File: config.mk
export PLATFORM = sky130hd
export DESIGN_NAME = hci_host_if
export DESIGN_NICKNAME = d
export VERILOG_FILES = /design/src/rtl/hci_pkg.sv /design/src/rtl/hci_operand_stage.sv /design/src/rtl/hci_cmd_decode.sv /design/src/rtl/hci_mem_seq.sv /design/src/rtl/hci_host_if.sv
export SDC_FILE = /design/constraint.sdc
export NUM_CORES = 1
export LEC_CHECK = 0
export BUFFER_PORTS_ARGS = -buffer_cell sky130_fd_sc_hd__clkbuf_2
export CELL_PAD_IN_SITES_DETAIL_PLACEMENT = 0
export CELL_PAD_IN_SITES_GLOBAL_PLACEMENT = 2
export CORE_ASPECT_RATIO = 0.9
export CORE_MARGIN = 3
export CORE_UTILIZATION = 34
export CTS_BUF_LIST = sky130_fd_sc_hd__clkbuf_4
export CTS_CLUSTER_DIAMETER = 40
export DETAILED_ROUTE_END_ITERATION = 7
export GPL_TIMING_DRIVEN = 0
export PLACE_DENSITY_LB_ADDON = 0.1
export SYNTH_ARGS = -nofsm -noshare
export SYNTH_HDL_FRONTEND = slang
export SYNTH_SLANG_ARGS = --single-unit
File: constraint.sdc
create_clock -name clk -period 4.77 [get_ports clk]
set_input_delay 1.431 -clock clk [delete_from_list [all_inputs] [get_ports clk]]
set_output_delay 1.431 -clock clk [all_outputs]
set_load 0.05 [all_outputs]
File: src/rtl/hci_pkg.sv
package hci_pkg;

    localparam int DW  = 8;
    localparam int AW  = 16;
    localparam int CXW = 7;
    localparam int CYW = 5;
    localparam int OFW = 5;

    typedef enum logic [1:0] {AM_OFF, AM_WRITE, AM_READ} auto_e;

    typedef enum logic [3:0] {
        K_BAD, K_CURSOR, K_OFFSET, K_PTR, K_CTRL, K_MIX, K_VIEW, K_CROWS,
        K_AUTO_W, K_AUTO_R, K_AUTO_END, K_WR, K_RD, K_BIT
    } kind_e;

    typedef struct packed {
        kind_e      kind;
        logic [3:0] arg;
    } cmd_t;

    typedef enum logic [1:0] {J_WR, J_RD, J_RMW} jop_e;

    typedef struct packed {
        jop_e          op;
        logic [AW-1:0] addr;
        logic [DW-1:0] wdata;
        logic [2:0]    bsel;
        logic          bset;
    } job_t;

    typedef struct packed {
        logic blink;
        logic err;
        logic run;
        logic rsv;
        logic stream_wr_rdy;
        logic stream_rd_rdy;
        logic data_ok;
        logic cmd_ok;
    } status_t;

    function automatic cmd_t decode_op(input logic [7:0] c);
        cmd_t r;
        r.kind = K_BAD;
        r.arg  = c[3:0];
        casez (c)
            8'h21:         r.kind = K_CURSOR;
            8'h22:         r.kind = K_OFFSET;
            8'h24:         r.kind = K_PTR;
            8'b0100_00??:  r.kind = K_CTRL;
            8'b1000_????:  r.kind = K_MIX;
            8'b1001_????:  r.kind = K_VIEW;
            8'b1010_0???:  r.kind = K_CROWS;
            8'hB0:         r.kind = K_AUTO_W;
            8'hB1:         r.kind = K_AUTO_R;
            8'hB2:         r.kind = K_AUTO_END;
            8'b1100_0???: begin
                if (c[2:1] != 2'b11) r.kind = c[0] ? K_RD : K_WR;
            end
            8'b1111_????:  r.kind = K_BIT;
            default:       r.kind = K_BAD;
        endcase
        return r;
    endfunction

    function automatic logic [1:0] ops_needed(input kind_e k);
        case (k)
            K_CURSOR, K_OFFSET, K_PTR, K_CTRL: return 2'd2;
            K_WR:                              return 2'd1;
            default:                           return 2'd0;
        endcase
    endfunction

    function automatic logic [DW-1:0] bit_apply(input logic [DW-1:0] b,
                                                input logic [2:0] idx,
                                                input logic s);
        logic [DW-1:0] r;
        r = b;
        r[idx] = s;
        return r;
    endfunction

endpackage

File: src/rtl/hci_operand_stage.sv
module hci_operand_stage
    import hci_pkg::*;
#(
    parameter int DEPTH = 2
) (
    input  logic                           clk,
    input  logic                           rst,
    input  logic                           push,
    input  logic                           clear,
    input  logic [DW-1:0]                  din,
    output logic [DW-1:0]                  newest,
    output logic [DW-1:0]                  older,
    output logic [$clog2(DEPTH+1)-1:0]     count
);
    localparam int CW = $clog2(DEPTH + 1);

    logic [DW-1:0] slot_q [DEPTH];
    logic [CW-1:0] cnt_q;

    always_ff @(posedge clk) begin
        if (rst) begin
            cnt_q <= '0;
            for (int i = 0; i < DEPTH; i++) slot_q[i] <= '0;
        end else if (clear) begin
            cnt_q <= '0;
        end else if (push) begin
            slot_q[0] <= din;
            for (int i = 1; i < DEPTH; i++) slot_q[i] <= slot_q[i-1];
            if (cnt_q != CW'(DEPTH)) cnt_q <= cnt_q + 1'b1;
        end
    end

    assign newest = slot_q[0];
    assign older  = slot_q[1];
    assign count  = cnt_q;

    // the stage never claims more bytes than it holds
    assert_stage_cap_R2: assert property (@(posedge clk) disable iff (rst)
        cnt_q <= CW'(DEPTH));

    // an opcode always leaves the stage empty
    assert_stage_clear_R2: assert property (@(posedge clk) disable iff (rst)
        clear |=> (cnt_q == '0));

endmodule

File: src/rtl/hci_cmd_decode.sv
module hci_cmd_decode
    import hci_pkg::*;
(
    input  logic [DW-1:0] opcode,
    output cmd_t          cmd,
    output logic [1:0]    need
);
    always_comb begin
        cmd  = decode_op(opcode);
        need = ops_needed(cmd.kind);
    end
endmodule

File: src/rtl/hci_mem_seq.sv
module hci_mem_seq
    import hci_pkg::*;
(
    input  logic          clk,
    input  logic          rst,
    input  logic          start,
    input  job_t          job,
    output logic          busy,
    output logic [DW-1:0] rd_data,
    output logic          mem_req,
    output logic          mem_we,
    output logic [AW-1:0] mem_addr,
    output logic [DW-1:0] mem_wdata,
    input  logic          mem_ack,
    input  logic [DW-1:0] mem_rdata
);
    typedef enum logic [1:0] {S_IDLE, S_REQ, S_WB} st_e;

    st_e           st_q;
    job_t          job_q;
    logic [DW-1:0] rd_q;

    always_ff @(posedge clk) begin
        if (rst) begin
            st_q  <= S_IDLE;
            job_q <= '0;
            rd_q  <= '0;
        end else begin
            case (st_q)
                S_IDLE: if (start) begin
                    job_q <= job;
                    st_q  <= S_REQ;
                end
                S_REQ: if (mem_ack) begin
                    case (job_q.op)
                        J_WR: st_q <= S_IDLE;
                        J_RD: begin
                            rd_q <= mem_rdata;
                            st_q <= S_IDLE;
                        end
                        default: begin
                            job_q.wdata <= bit_apply(mem_rdata, job_q.bsel, job_q.bset);
                            st_q        <= S_WB;
                        end
                    endcase
                end
                S_WB: if (mem_ack) st_q <= S_IDLE;
                default: st_q <= S_IDLE;
            endcase
        end
    end

    assign busy      = (st_q != S_IDLE);
    assign mem_req   = (st_q != S_IDLE);
    assign mem_we    = (st_q == S_WB) || (st_q == S_REQ && job_q.op == J_WR);
    assign mem_addr  = job_q.addr;
    assign mem_wdata = job_q.wdata;
    assign rd_data   = rd_q;

    // a pending request keeps address, direction and data until acknowledged
    assert_req_stable_R6: assert property (@(posedge clk) disable iff (rst)
        (mem_req && !mem_ack) |=> (mem_req && $stable(mem_addr) && $stable(mem_we)
                                   && $stable(mem_wdata)));

    // the read half of a bit update is followed at once by a write to the same byte
    assert_rmw_pair_R8: assert property (@(posedge clk) disable iff (rst)
        (st_q == S_REQ && job_q.op == J_RMW && mem_ack)
            |=> (mem_req && mem_we && $stable(mem_addr)));

    // the front end never launches a job while one is in flight
    assert_start_idle_R8: assert property (@(posedge clk) disable iff (rst)
        start |-> !busy);

endmodule

File: src/rtl/hci_host_if.sv
module hci_host_if
    import hci_pkg::*;
#(
    parameter int CYCLE_CLKS = 16
) (
    input  logic           clk,
    input  logic           rst,
    input  logic           host_sel,
    input  logic           host_wr,
    input  logic           host_rd,
    input  logic           host_cmd,
    input  logic [7:0]     host_din,
    output logic [7:0]     host_dout,
    output logic           host_dout_en,
    input  logic           scan_blink,
    output logic           mem_req,
    output logic           mem_we,
    output logic [15:0]    mem_addr,
    output logic [7:0]     mem_wdata,
    input  logic           mem_ack,
    input  logic [7:0]     mem_rdata,
    output logic [15:0]    cfg_text_base,
    output logic [7:0]     cfg_text_cols,
    output logic [15:0]    cfg_gfx_base,
    output logic [7:0]     cfg_gfx_cols,
    output logic [6:0]     cfg_cur_x,
    output logic [4:0]     cfg_cur_y,
    output logic [4:0]     cfg_cg_base,
    output logic [3:0]     cfg_mix,
    output logic [3:0]     cfg_view,
    output logic [2:0]     cfg_cur_rows
);
    localparam int GW = (CYCLE_CLKS > 2) ? $clog2(CYCLE_CLKS) : 1;
    localparam logic [GW-1:0] GAP_LOAD = GW'(CYCLE_CLKS - 1);

    logic [GW-1:0] gap_q;
    auto_e         auto_q;
    logic          err_q;
    logic [AW-1:0] ptr_q, ptr_nx;

    logic [AW-1:0] text_base_q, gfx_base_q;
    logic [DW-1:0] text_cols_q, gfx_cols_q;
    logic [CXW-1:0] cur_x_q;
    logic [CYW-1:0] cur_y_q;
    logic [OFW-1:0] cg_base_q;
    logic [3:0]    mix_q, view_q;
    logic [2:0]    crows_q;

    logic          seq_busy;
    logic [DW-1:0] seq_rdata;
    logic          job_go;
    job_t          job;

    logic          free, cmd_wr, dat_wr, dat_rd, acc_byte, cmd_ok, exec;
    logic [DW-1:0] op_new, op_old;
    logic [1:0]    op_cnt, need;
    cmd_t          dec;
    status_t       st;

    assign free     = (gap_q == '0) && !seq_busy;
    assign cmd_wr   = host_sel && host_wr && host_cmd && free;
    assign dat_wr   = host_sel && host_wr && !host_cmd && free;
    assign dat_rd   = host_sel && host_rd && !host_cmd && free && (auto_q == AM_READ);
    assign acc_byte = cmd_wr || dat_wr || dat_rd;

    hci_operand_stage #(.DEPTH(2)) u_stage (
        .clk    (clk),
        .rst    (rst),
        .push   (dat_wr && auto_q == AM_OFF),
        .clear  (cmd_wr),
        .din    (host_din),
        .newest (op_new),
        .older  (op_old),
        .count  (op_cnt)
    );

    hci_cmd_decode u_dec (
        .opcode (host_din),
        .cmd    (dec),
        .need   (need)
    );

    assign cmd_ok = (dec.kind != K_BAD) && (op_cnt >= need)
                    && (auto_q == AM_OFF || dec.kind == K_AUTO_END);
    assign exec   = cmd_wr && cmd_ok;

    always_comb begin
        job_go    = 1'b0;
        job       = '0;
        job.op    = J_RD;
        job.addr  = ptr_q;
        job.wdata = op_new;
        job.bsel  = dec.arg[2:0];
        job.bset  = dec.arg[3];
        ptr_nx    = ptr_q;
        if (exec) begin
            case (dec.kind)
                K_PTR: ptr_nx = {op_new, op_old};
                K_AUTO_R: begin
                    job_go = 1'b1;
                    ptr_nx = ptr_q + 1'b1;
                end
                K_WR, K_RD: begin
                    job_go = 1'b1;
                    job.op = (dec.kind == K_WR) ? J_WR : J_RD;
                    case (dec.arg[2:1])
                        2'b00:   ptr_nx = ptr_q + 1'b1;
                        2'b01:   ptr_nx = ptr_q - 1'b1;
                        default: ptr_nx = ptr_q;
                    endcase
                end
                K_BIT: begin
                    job_go = 1'b1;
                    job.op = J_RMW;
                end
                default: ;
            endcase
        end else if (dat_wr && auto_q == AM_WRITE) begin
            job_go    = 1'b1;
            job.op    = J_WR;
            job.wdata = host_din;
            ptr_nx    = ptr_q + 1'b1;
        end else if (dat_rd) begin
            job_go = 1'b1;
            ptr_nx = ptr_q + 1'b1;
        end
    end

    always_ff @(posedge clk) begin
        if (rst) begin
            gap_q       <= '0;
            auto_q      <= AM_OFF;
            err_q       <= 1'b0;
            ptr_q       <= '0;
            text_base_q <= '0;
            gfx_base_q  <= '0;
            text_cols_q <= '0;
            gfx_cols_q  <= '0;
            cur_x_q     <= '0;
            cur_y_q     <= '0;
            cg_base_q   <= '0;
            mix_q       <= '0;
            view_q      <= '0;
            crows_q     <= '0;
        end else begin
            if (acc_byte)          gap_q <= GAP_LOAD;
            else if (gap_q != '0)  gap_q <= gap_q - 1'b1;
            ptr_q <= ptr_nx;
            if (cmd_wr) err_q <= !cmd_ok;
            if (exec) begin
                case (dec.kind)
                    K_CURSOR: begin
                        cur_x_q <= op_old[CXW-1:0];
                        cur_y_q <= op_new[CYW-1:0];
                    end
                    K_OFFSET: cg_base_q <= op_old[OFW-1:0];
                    K_CTRL: begin
                        case (dec.arg[1:0])
                            2'd0:    text_base_q <= {op_new, op_old};
                            2'd1:    text_cols_q <= op_old;
                            2'd2:    gfx_base_q  <= {op_new, op_old};
                            default: gfx_cols_q  <= op_old;
                        endcase
                    end
                    K_MIX:      mix_q   <= dec.arg;
                    K_VIEW:     view_q  <= dec.arg;
                    K_CROWS:    crows_q <= dec.arg[2:0];
                    K_AUTO_W:   auto_q  <= AM_WRITE;
                    K_AUTO_R:   auto_q  <= AM_READ;
                    K_AUTO_END: auto_q  <= AM_OFF;
                    default: ;
                endcase
            end
        end
    end

    hci_mem_seq u_seq (
        .clk       (clk),
        .rst       (rst),
        .start     (job_go),
        .job       (job),
        .busy      (seq_busy),
        .rd_data   (seq_rdata),
        .mem_req   (mem_req),
        .mem_we    (mem_we),
        .mem_addr  (mem_addr),
        .mem_wdata (mem_wdata),
        .mem_ack   (mem_ack),
        .mem_rdata (mem_rdata)
    );

    always_comb begin
        st               = '0;
        st.cmd_ok        = free && (auto_q == AM_OFF);
        st.data_ok       = free && (auto_q == AM_OFF);
        st.stream_rd_rdy = free && (auto_q == AM_READ);
        st.stream_wr_rdy = free && (auto_q == AM_WRITE);
        st.run           = 1'b1;
        st.err           = err_q;
        st.blink         = scan_blink;
    end

    assign host_dout    = host_cmd ? st : seq_rdata;
    assign host_dout_en = host_sel && host_rd;

    assign cfg_text_base = text_base_q;
    assign cfg_text_cols = text_cols_q;
    assign cfg_gfx_base  = gfx_base_q;
    assign cfg_gfx_cols  = gfx_cols_q;
    assign cfg_cur_x     = cur_x_q;
    assign cfg_cur_y     = cur_y_q;
    assign cfg_cg_base   = cg_base_q;
    assign cfg_mix       = mix_q;
    assign cfg_view      = view_q;
    assign cfg_cur_rows  = crows_q;

    // while memory work is in flight the host is told to wait
    assert_busy_status_R8: assert property (@(posedge clk) disable iff (rst)
        seq_busy |-> (st.cmd_ok == 1'b0 && st.data_ok == 1'b0));

    // streaming mode never advertises the single-transfer bits
    assert_auto_status_R9: assert property (@(posedge clk) disable iff (rst)
        (auto_q != AM_OFF) |-> (st.cmd_ok == 1'b0 && st.data_ok == 1'b0));

    // a foreign opcode in streaming mode changes nothing but the error bit
    assert_auto_lock_R10: assert property (@(posedge clk) disable iff (rst)
        (auto_q != AM_OFF && cmd_wr && dec.kind != K_AUTO_END)
            |=> (err_q && $stable(auto_q) && $stable(ptr_q)));

    // a strobe inside the pacing window leaves the pointer untouched
    assert_pace_drop_R11: assert property (@(posedge clk) disable iff (rst)
        (host_sel && host_wr && gap_q != '0) |=> $stable(ptr_q));

    // an accepted opcode clears the error bit
    assert_err_clear_R12: assert property (@(posedge clk) disable iff (rst)
        (cmd_wr && cmd_ok) |=> !err_q);

endmodule

==> results_tabular.tex, run 1 <==
\begin{tabular}{lr}
\hline
Metric & Value \\
\hline
\multicolumn{2}{l}{\textbf{Status}} \\
Result of the run & completed \\
\multicolumn{2}{l}{\textbf{Clock tree}} \\
\# hold bufs at CTS & 0 \\
Clock root buffer & clkbuf\_4 \\
Clock insertion delay at the later pin of the skew report & 0.58 ns \\
Maximum number of buffers from clock root to sink & 2 \\
TritonCTS clock tree & yes \\
Register clock-pin slew on the reported worst setup and hold paths & 0.18 ns \\
H-Tree Level Count & 4 \\
Sink count of the clock tree & 157 \\
Number of buffers created by CTS & 17 \\
\multicolumn{2}{l}{\textbf{Final layout}} \\
Final layout net count & 1127 \\
Most frequent cells in the layout & dfxtp\_1 (141), nand2\_1 (138), clkbuf\_2 (134) \\
Area used by sequential logic in the layout & 3300 µm² \\
Fill cell instance count of the final layout & 2449 \\
Commonest non-fill, non-tap cell in the layout & dfxtp\_1 \\
Post-layout utilization of the core & 0.412 \\
Share of post-route cells with drive strength above 1 & 0.226 \\
Area of combinational cells with multiple inputs & 4230 µm² \\
Area added between synthesis and finish & 16.9\% \\
\multicolumn{2}{l}{\textbf{Synthesis}} \\
Cells after synthesis & 944 \\
Unique cell type count in the Yosys netlist & 70 \\
Proportion of register bits with asynchronous set or reset after synthesis & 0 \\
Leading register cell type out of synthesis & dfxtp\_1 \\
\#FFs+latches synth & 157 \\
Number of flops mapped to enable cells by yosys & 16 \\
Share of the yosys chip area belonging to registers & 0.409 \\
Cell area after technology mapping & 8080 µm² \\
Total nets after synthesis & 975 \\
Count of synthesis-stage warnings from yosys & 0 \\
Mean instance size in the synthesized netlist & 8.56 µm² \\
\multicolumn{2}{l}{\textbf{GRT}} \\
Global-route track usage on met2 & 0.326 \\
Global Route Usage Sum & 0.209 \\
Remaining global-route overflow & 0 \\
GRT busiest layer & met2 \\
Global-route wire length before repair & 41.9 mm \\
Global routing usage on met1 & 0.303 \\
Number of antenna violations at the first check in global routing & 1 \\
Number of global-route vias before repair & 6935 \\
Met3 routing resource usage after global routing & 0.0470 \\
Largest net degree at the start of global routing & 19 \\
\multicolumn{2}{l}{\textbf{STA}} \\
Highest achievable clock rate & 214 MHz \\
Worst clock skew & 0.0333 ns \\
Fin crit share & 0.979 \\
Final-report hold violation count & 0 \\
Final worst path period need & 4.67 ns \\
Pins Over Slew Limit & 0 \\
Setup Viol. Count Final & 0 \\
Max-slew headroom at the worst pin & 0.383 \\
RSZ-0062 raised after global routing & false \\
Sum of negative setup slack & 0 ns \\
Tightest Pin Transition & 0.918 ns \\
\multicolumn{2}{l}{\textbf{Critical path}} \\
CP max FO & 10 \\
Critical Path Source Type & input pin \\
Data arrival time of the critical path & 5.17 ns \\
Kind of capture point of the worst setup path & flop \\
Critical Path RT & 5.27 ns \\
Category of the most critical setup path & in -> reg \\
\multicolumn{2}{l}{\textbf{Route}} \\
Routed wire length & 27.3 mm \\
Routed wire length per instance & 19.4 µm \\
Antenna-violating nets left & 0 \\
Drc violations & 0 \\
DRC marker count from the first detailed-route iteration & 408 \\
Detailed-routing iteration count for the pre-antenna-repair pass & 5 \\
Total number of vias & 7260 \\
Via/cell ratio & 5.16 \\
\multicolumn{2}{l}{\textbf{Floorplan}} \\
Initial Util & 0.353 \\
Number of rows created at floorplan & 52 \\
Die Height & 152 µm \\
Floorplan die area & 25600 µm² \\
Number of primary I/O pins & 135 \\
Placeable core area & 22900 µm² \\
Die extent in x & 168 µm \\
\multicolumn{2}{l}{\textbf{Placed design}} \\
Total half-perimeter wirelength after legalization and detailed placement & 19.8 mm \\
Port buffer count & 133 \\
Global placement routability congestion & 0.847 \\
\multicolumn{2}{l}{\textbf{Power and ir drop}} \\
Pwr dens & 306 nW/µm² \\
Leakage Power & 3.89 nW \\
IR Drop Worst-Case VDD & 0.225 mV \\
\multicolumn{2}{l}{\textbf{Job}} \\
Maximum Capacitance Violations & 0 \\
\multicolumn{2}{l}{\textbf{Hold path}} \\
Worst Hold Class & reg -> reg \\
\hline
\end{tabular}
==> flip-flops by register name (all words and copies together), names as in the netlist, 4 cells and up <==
signal	count
cfg_view	4
u_seq.mem_addr	16
cfg_cur_x	7
u_seq.mem_wdata	8
cfg_text_base	16
ptr_q	16
gap_q	4
cfg_text_cols	8
cfg_cg_base	5
cfg_gfx_cols	8
u_seq.job_q	6
cfg_mix	4
cfg_cur_y	5
u_stage.slot_q	16
cfg_gfx_base	16
u_seq.rd_data	8
==> cells in the mapped netlist, drive strengths merged (11+ instances only) <==
cell type / number / share of area
dfxtp: 141 / 0.35
nand2: 139 / 0.065
nor2: 121 / 0.056
mux2i: 86 / 0.11
a21oi: 56 / 0.036
buf: 53 / 0.042
clkbuf: 42 / 0.020
a211oi: 27 / 0.025
nor3: 20 / 0.014
nand3: 19 / 0.012
and2: 18 / 0.014
edfxtp: 16 / 0.059
inv: 15 / 0.0070
o21ai: 14 / 0.0091
nor2b: 12 / 0.0093
mux2: 11 / 0.015
or2: 11 / 0.0088
==> cells by family (layout without fill, tap and decap cells) <==
| kind of cell | after synthesis | in the layout | share of synthesized area |
|---|---|---|---|
| AND/OR/NAND/NOR | 405 | 405 | 0.246 |
| flip-flops | 157 | 157 | 0.409 |
| AO/OA/AOI/OAI | 153 | 153 | 0.128 |
| buffers and inverters | 110 | 275 | 0.0680 |
| multiplexers | 97 | 97 | 0.122 |
| XOR/XNOR | 15 | 15 | 0.0163 |
| adder cells (fa/ha/maj) | 7 | 7 | 0.0108 |
| other | 0 | 2 | 0 |
==> report_power, final <==
group | internal, mW | switching [mW]
registers | 1.38 | 0.0593
clock network | 0.299 | 0.592
logic | 0.196 | 0.367
==> metal layers <==
layer	routed length, µm	share of wire
met2	12300	0.45
met4	143	0.0052
met1	13300	0.49
met3	1600	0.059
met5	0	0
==> stage by stage <==
stage          instance area, µm²  cells  power (mW)  worst slack, ns  hold slack (ns)
2_1_floorplan                8080    944        1.85            0.368            0.435
3_3_place_gp                 9110   1374        2.03           -0.627            0.443
3_5_place_dp                 9120   1374        2.03           -0.560            0.447
4_1_cts                      9440   1406        2.93           0.0524            0.468
5_1_grt                      9450   1408        3.05           0.0424            0.489
6_report                     9450   1408        2.89            0.101            0.465
==> final timing paths <==
check	depth (start not counted)	to	slack, ns	from
worst min-delay path	2	cfg_text_base[3]	0.46	cfg_text_base[3]
worst min register to register	2	cfg_text_base[3]	0.46	cfg_text_base[3]
worst max register to register	10	ptr_q[2]	1.27	gap_q[0]
worst max-delay path	12	ptr_q[2]	0.10	host_din[0]
==> cell type report <==
class / count / area share
Multi-Input combinational cell: 677 / 0.448
Sequential cell: 157 / 0.350
Timing Repair Buffer: 133 / 0.0705
Buffer: 95 / 0.0523
Tap cell: 297 / 0.0393
Clock inverter: 15 / 0.0200
Clock buffer: 17 / 0.0135
Inverter: 15 / 0.00596
Antenna cell: 2 / 0.000530
==> critical path: stages <==
cell and delay (ns):
clkbuf_2 0.12, buf_1 0.41, nor2b_2 0.45, a22oi_1 0.15
o31a_1 0.27, ha_1 0.27, a21oi_1 0.11, or4_4 0.50
buf_6 0.16, a21oi_1 0.67, or4b_1 0.51, o2111ai_1 0.11
==> timing repair <==
item,CTS,global route
gates resized for setup,0,2
setup endpoints to repair,0,37
buffers inserted,0,0
hold endpoints to repair,0,0
Note: power is estimated with default switching activity, not from simulation.
==> run 2, diff against run 1 <==
- ABC_CLOCK_PERIOD_IN_PS: unset -> 4770
- CORE_MARGIN: 3 -> 2
==> results_tabular.tex, run 2 (synthesis results as in run 1) <==
\begin{tabular}{lr}
\hline
Metric & Value \\
\hline
\multicolumn{2}{l}{\textbf{STA}} \\
Setup Viol. Count Final & 0 \\
Tightest Pin Transition & 0.889 ns \\
Highest achievable clock rate & 226 MHz \\
RSZ-0062 raised after global routing & false \\
Final-report hold violation count & 0 \\
Final worst path period need & 4.43 ns \\
Worst clock skew & 0.0264 ns \\
Fin crit share & 0.929 \\
Max-slew headroom at the worst pin & 0.402 \\
Pins Over Slew Limit & 0 \\
Hold slack final & 0.461 ns \\
\multicolumn{2}{l}{\textbf{Power and ir drop}} \\
Cell internal pwr & 1.80 mW \\
Switching portion of total power & 0.354 \\
Net switching component of the power & 0.987 mW \\
Leakage Power & 3.86 nW \\
Clock Power Share & 0.282 \\
IR Drop Worst-Case VDD & 0.140 mV \\
Sequential share of power & 0.515 \\
Logic pwr share & 0.202 \\
Pwr dens & 297 nW/µm² \\
\multicolumn{2}{l}{\textbf{Final layout}} \\
Non-Filler Cell Area, Final & 9390 µm² \\
Final layout net count & 1126 \\
Most frequent cells in the layout & dfxtp\_1 (141), nand2\_1 (138), clkbuf\_2 (134) \\
Share of post-route cells with drive strength above 1 & 0.227 \\
Area added between synthesis and finish & 16.2\% \\
Commonest non-fill, non-tap cell in the layout & dfxtp\_1 \\
\multicolumn{2}{l}{\textbf{Route}} \\
Antenna-violating nets left & 0 \\
DRC marker count from the first detailed-route iteration & 409 \\
Detailed-routing iteration count for the pre-antenna-repair pass & 5 \\
Routed wire length & 27.3 mm \\
Routed wire length per instance & 19.4 µm \\
Drc violations & 0 \\
Total number of vias & 7243 \\
Via/cell ratio & 5.13 \\
\multicolumn{2}{l}{\textbf{Critical path}} \\
Worst-path cell chain & buf\_2 -> nor4b\_4 -> a22oi\_1 -> o31a\_1 -> ha\_1 -> a21oi\_1 -> nor4\_4 -> nand2\_1 -> a21oi\_2 -> a21oi\_2 -> buf\_2 -> mux2\_2 \\
Critical Path Source Type & input pin \\
WP depth & 12 \\
Kind of capture point of the worst setup path & flop \\
Cell type of the slowest stage on the worst timing path & nor4b\_4 \\
Depth of the most critical reg-to-reg path & 11 \\
Data arrival time of the critical path & 4.92 ns \\
CP max FO & 10 \\
Category of the most critical setup path & in -> reg \\
Max incr delay on CP & 0.59 ns \\
Critical Path RT & 5.26 ns \\
CP top delay family & compound AO/OA/AOI/OAI gates \\
Total buffers and inverters traversed by the critical path & 2 \\
\multicolumn{2}{l}{\textbf{GRT}} \\
Number of global-route vias before repair & 6809 \\
Number of antenna violations at the first check in global routing & 2 \\
Remaining global-route overflow & 0 \\
Global Route Usage Sum & 0.215 \\
Global-route wire length before repair & 40.9 mm \\
Largest net degree at the start of global routing & 17 \\
\multicolumn{2}{l}{\textbf{Clock tree}} \\
Clock insertion delay at the later pin of the skew report & 0.59 ns \\
Number of buffers created by CTS & 17 \\
H-Tree Level Count & 4 \\
Register clock-pin slew on the reported worst setup and hold paths & 0.15 ns \\
Sink count of the clock tree & 157 \\
\# hold bufs at CTS & 0 \\
TritonCTS clock tree & yes \\
Post-CTS Setup Repair Bufs & 0 \\
Maximum number of buffers from clock root to sink & 2 \\
Clock root buffer & clkbuf\_4 \\
\multicolumn{2}{l}{\textbf{Job}} \\
Maximum Capacitance Violations & 0 \\
\multicolumn{2}{l}{\textbf{Placed design}} \\
Global placement routability congestion & 0.847 \\
Post-DP Area & 9130 µm² \\
Port buffer count & 133 \\
Total half-perimeter wirelength after legalization and detailed placement & 19.6 mm \\
\multicolumn{2}{l}{\textbf{Floorplan}} \\
Number of primary I/O pins & 135 \\
Placeable core area & 23300 µm² \\
Die Height & 150 µm \\
Number of rows created at floorplan & 53 \\
Initial Util & 0.346 \\
Die extent in x & 166 µm \\
Floorplan die area & 25000 µm² \\
\multicolumn{2}{l}{\textbf{Status}} \\
Result of the run & completed \\
\multicolumn{2}{l}{\textbf{Hold path}} \\
Hold path depth & 2 \\
Worst Hold Class & reg -> reg \\
\hline
\end{tabular}
run 2: metrics by stage:
step,setup WS [ns],TNS [ns],utilization,instances,power (mW)
after floorplan,0.368,0,-,944,1.85
after global placement,-0.634,-56.73,0.391,1379,2.03
after detailed placement,-0.625,-53.65,0.391,1379,2.03
after CTS,0.0234,0,0.402,1411,2.82
after global routing,0.200,0,0.402,1411,2.92
final,0.340,0,0.402,1411,2.79
run 2: cell type report:
type                    instances  area [µm²]
fillers                      2471       14000
multi-input cells             677        4240
flip-flops and latches        157        3300
repair buffers                133         666
plain buffers                  94         490
well taps                     302         378
clock buffers                  17         128
clock inverters                15         128
inverters                      15        56.3
diodes                          1        2.50
run 2: final timing paths:
check | startpoint | endpoint | slack (ns)
worst min-delay path | cfg_gfx_base[9] | cfg_gfx_base[9] | 0.46
worst min register to register | cfg_gfx_base[9] | cfg_gfx_base[9] | 0.46
worst max-delay path | host_din[2] | u_seq.mem_wdata[7] | 0.34
worst max register to register | gap_q[0] | u_seq.mem_wdata[7] | 1.31
run 2: metal layers:
layer	track usage	vias up	wire length (µm)
li1	-	3589	-
met1	0.302	3442	13200
met2	0.342	191	12300
met3	0.0439	21	1530
met4	0.0444	0	302
met5	0	-	0
run 2: worst register-to-register path, stage by stage, from the launching register on:
cell     delay, ns
dfxtp_1       0.36
inv_1         0.08
ha_1          0.19
or3b_1        0.34
buf_2         0.17
or2_4         0.27
nor4_4        0.52
nand2_1       0.13
a21oi_2       0.56
a21oi_2       0.20
buf_2         0.26
mux2_2        0.29
run 2: repair_timing:
item                                    4_1_cts  5_1_grt
gates cloned                                  0        0
endpoints found under the setup margin        1       65
gates resized for setup                       1        2
run 2: power by group through the flow:
stage	Sequential, mW	Combinational [mW]	Clock, mW
6_report	1.44	0.563	0.787
3_3_place_gp	1.47	0.562	0
2_1_floorplan	1.44	0.415	0
3_5_place_dp	1.47	0.563	0
5_1_grt	1.44	0.619	0.860
4_1_cts	1.44	0.567	0.816
==> run 3, diff against run 2 <==
- ABC_CLOCK_PERIOD_IN_PS: 4770 -> 4200
- CAP_MARGIN: unset -> 15
- clock period: 4.77 -> 4.2 ns (I/O delays scaled with it)
==> results_tabular.tex, run 3 (synthesis results as in run 1) <==
\begin{tabular}{lr}
\hline
Metric & Value \\
\hline
\multicolumn{2}{l}{\textbf{STA}} \\
Highest achievable clock rate & 247 MHz \\
Pins Over Slew Limit & 0 \\
Final-report hold violation count & 0 \\
Fin crit share & 0.964 \\
Final WS setup & 0.151 ns \\
Worst clock skew & 0.0279 ns \\
RSZ-0062 raised after global routing & false \\
Max-slew headroom at the worst pin & 0.402 \\
Tightest Pin Transition & 0.890 ns \\
Hold slack final & 0.461 ns \\
Final worst path period need & 4.05 ns \\
Setup Viol. Count Final & 0 \\
\multicolumn{2}{l}{\textbf{Floorplan}} \\
Floorplan die area & 25000 µm² \\
Initial Util & 0.346 \\
Die extent in x & 166 µm \\
Placeable core area & 23300 µm² \\
Number of rows created at floorplan & 53 \\
Number of primary I/O pins & 135 \\
Die Height & 150 µm \\
\multicolumn{2}{l}{\textbf{GRT}} \\
Global-route wire length before repair & 40.8 mm \\
Number of antenna violations at the first check in global routing & 2 \\
Remaining global-route overflow & 0 \\
Global Route Usage Sum & 0.214 \\
Number of global-route vias before repair & 6807 \\
Largest net degree at the start of global routing & 17 \\
\multicolumn{2}{l}{\textbf{Critical path}} \\
Critical Path Source Type & input pin \\
Cell type of the slowest stage on the worst timing path & buf\_1 \\
Max incr delay on CP & 0.67 ns \\
Cell with the most instances on the worst path & buf\_2 \\
Category of the most critical setup path & in -> reg \\
Depth of the most critical reg-to-reg path & 11 \\
Kind of capture point of the worst setup path & flop \\
Launching point of the worst reg2reg path & gap\_q[0] \\
Critical R2R Capture & u\_seq.mem\_wdata[7] \\
Critical Path RT & 4.68 ns \\
CP top delay family & buffers and inverters \\
Worst-path cell chain & buf\_2 -> buf\_1 -> nor2\_1 -> a22oi\_1 -> o31a\_1 -> ha\_1 -> a21oi\_1 -> nor4\_4 -> nand2\_1 -> a21oi\_4 -> a21oi\_2 -> buf\_2 -> mux2\_2 \\
CP max FO & 10 \\
Beginning of the critical path & host\_din[2] \\
Minimum setup slack among reg-to-reg paths & 0.82 ns \\
Data arrival time of the critical path & 4.53 ns \\
Total buffers and inverters traversed by the critical path & 3 \\
\multicolumn{2}{l}{\textbf{Final layout}} \\
Share of post-route cells with drive strength above 1 & 0.230 \\
Area added between synthesis and finish & 16.8\% \\
Most frequent cells in the layout & dfxtp\_1 (141), nand2\_1 (138), clkbuf\_2 (133) \\
Final layout net count & 1130 \\
Commonest non-fill, non-tap cell in the layout & dfxtp\_1 \\
Final Non-Filler Cells & 1415 \\
\multicolumn{2}{l}{\textbf{Power and ir drop}} \\
Leakage Power & 3.88 nW \\
Overall Power & 3.17 mW \\
Switching portion of total power & 0.354 \\
IR Drop Worst-Case VDD & 0.159 mV \\
Cell internal pwr & 2.04 mW \\
Net switching component of the power & 1.12 mW \\
Sequential share of power & 0.515 \\
Logic pwr share & 0.203 \\
Pwr dens & 336 nW/µm² \\
Clock Power Share & 0.282 \\
\multicolumn{2}{l}{\textbf{Status}} \\
Result of the run & completed \\
\multicolumn{2}{l}{\textbf{Placed design}} \\
Placed Cells incl. Taps & 1379 \\
Port buffer count & 133 \\
Total half-perimeter wirelength after legalization and detailed placement & 19.6 mm \\
Worst-case setup slack after placement & -1.02 ns \\
Global placement routability congestion & 0.847 \\
\multicolumn{2}{l}{\textbf{Route}} \\
DRC marker count from the first detailed-route iteration & 393 \\
Detailed-routing iteration count for the pre-antenna-repair pass & 7 \\
Via/cell ratio & 5.14 \\
Antenna-violating nets left & 0 \\
Routed wire length per instance & 19.4 µm \\
Total number of vias & 7278 \\
Routed wire length & 27.4 mm \\
Drc violations & 0 \\
\multicolumn{2}{l}{\textbf{Clock tree}} \\
Clock insertion delay at the later pin of the skew report & 0.58 ns \\
H-Tree Level Count & 4 \\
Number of buffers created by CTS & 17 \\
Maximum number of buffers from clock root to sink & 2 \\
Sink count of the clock tree & 157 \\
Clock root buffer & clkbuf\_4 \\
Register clock-pin slew on the reported worst setup and hold paths & 0.15 ns \\
TritonCTS clock tree & yes \\
\multicolumn{2}{l}{\textbf{Hold path}} \\
Start point of the worst hold path & cfg\_gfx\_base[9] \\
Endpoint, Worst Hold & cfg\_gfx\_base[9] \\
Hold path depth & 2 \\
Worst Hold Class & reg -> reg \\
\multicolumn{2}{l}{\textbf{Job}} \\
Maximum Capacitance Violations & 0 \\
\hline
\end{tabular}
-- run 3: timing repair --
item	in CTS	in global routing
pin swaps	0	4
buffers inserted	0	4
setup endpoints to repair	119	33
cloned	0	0
resized for setup	4	2
hold buffers	0	0
-- run 3: worst register-to-register path, cell delays in order, from the launching register on --
cell	delay, ns
dfxtp_1	0.36
inv_1	0.08
ha_1	0.19
or3b_1	0.34
buf_2	0.17
nor4_2	0.74
a21oi_1	0.25
nand2_1	0.16
o21ai_2	0.09
a21oi_2	0.21
buf_2	0.33
mux2_2	0.37
-- run 3: area by class of cell --
cell class,instances,area (µm²)
Fill cell,2472,13900
Multi-Input combinational cell,677,4260
Sequential cell,157,3300
Timing Repair Buffer,137,696
Clock buffer,17,128
Buffer,94,490
Clock inverter,15,128
Antenna cell,1,2.50
Tap cell,302,378
Inverter,15,56.3
-- run 3: how the worst max path moves through the flow --
stage,depth (start not counted),endpoint,slack [ns]
final,13,u_seq.mem_wdata[7],0.15
after global routing,13,cfg_cur_x[6],0.004
after CTS,14,cfg_text_base[15],0.03
after detailed placement,12,ptr_q[2],-1.02
after global placement,13,u_seq.mem_wdata[2],-1.03
after floorplan,13,u_seq.mem_wdata[1],0.01
-- run 3: stage by stage --
stage / TNS, ns / utilization / area (µm²)
2_1_floorplan: 0 / - / 8080
3_3_place_gp: -107.00 / 0.391 / 9120
3_5_place_dp: -103.88 / 0.391 / 9130
4_1_cts: 0 / 0.402 / 9390
5_1_grt: 0 / 0.404 / 9440
6_report: 0 / 0.404 / 9440
-- run 3: per-layer routing --
metal	vias up	part of all wire	GRT usage
met5	-	0	0
met4	0	0.012	0.0444
met3	22	0.056	0.0439
met2	206	0.45	0.342
met1	3446	0.48	0.302
li1	3604	-	-
-- run 3: power groups by stage --
stage	combinational (mW)	clock, mW	sequential [mW]
global placement	0.639	0	1.67
floorplan	0.471	0	1.63
finish	0.643	0.891	1.63
CTS	0.645	0.927	1.63
global route	0.706	0.977	1.64
detailed placement	0.639	0	1.66
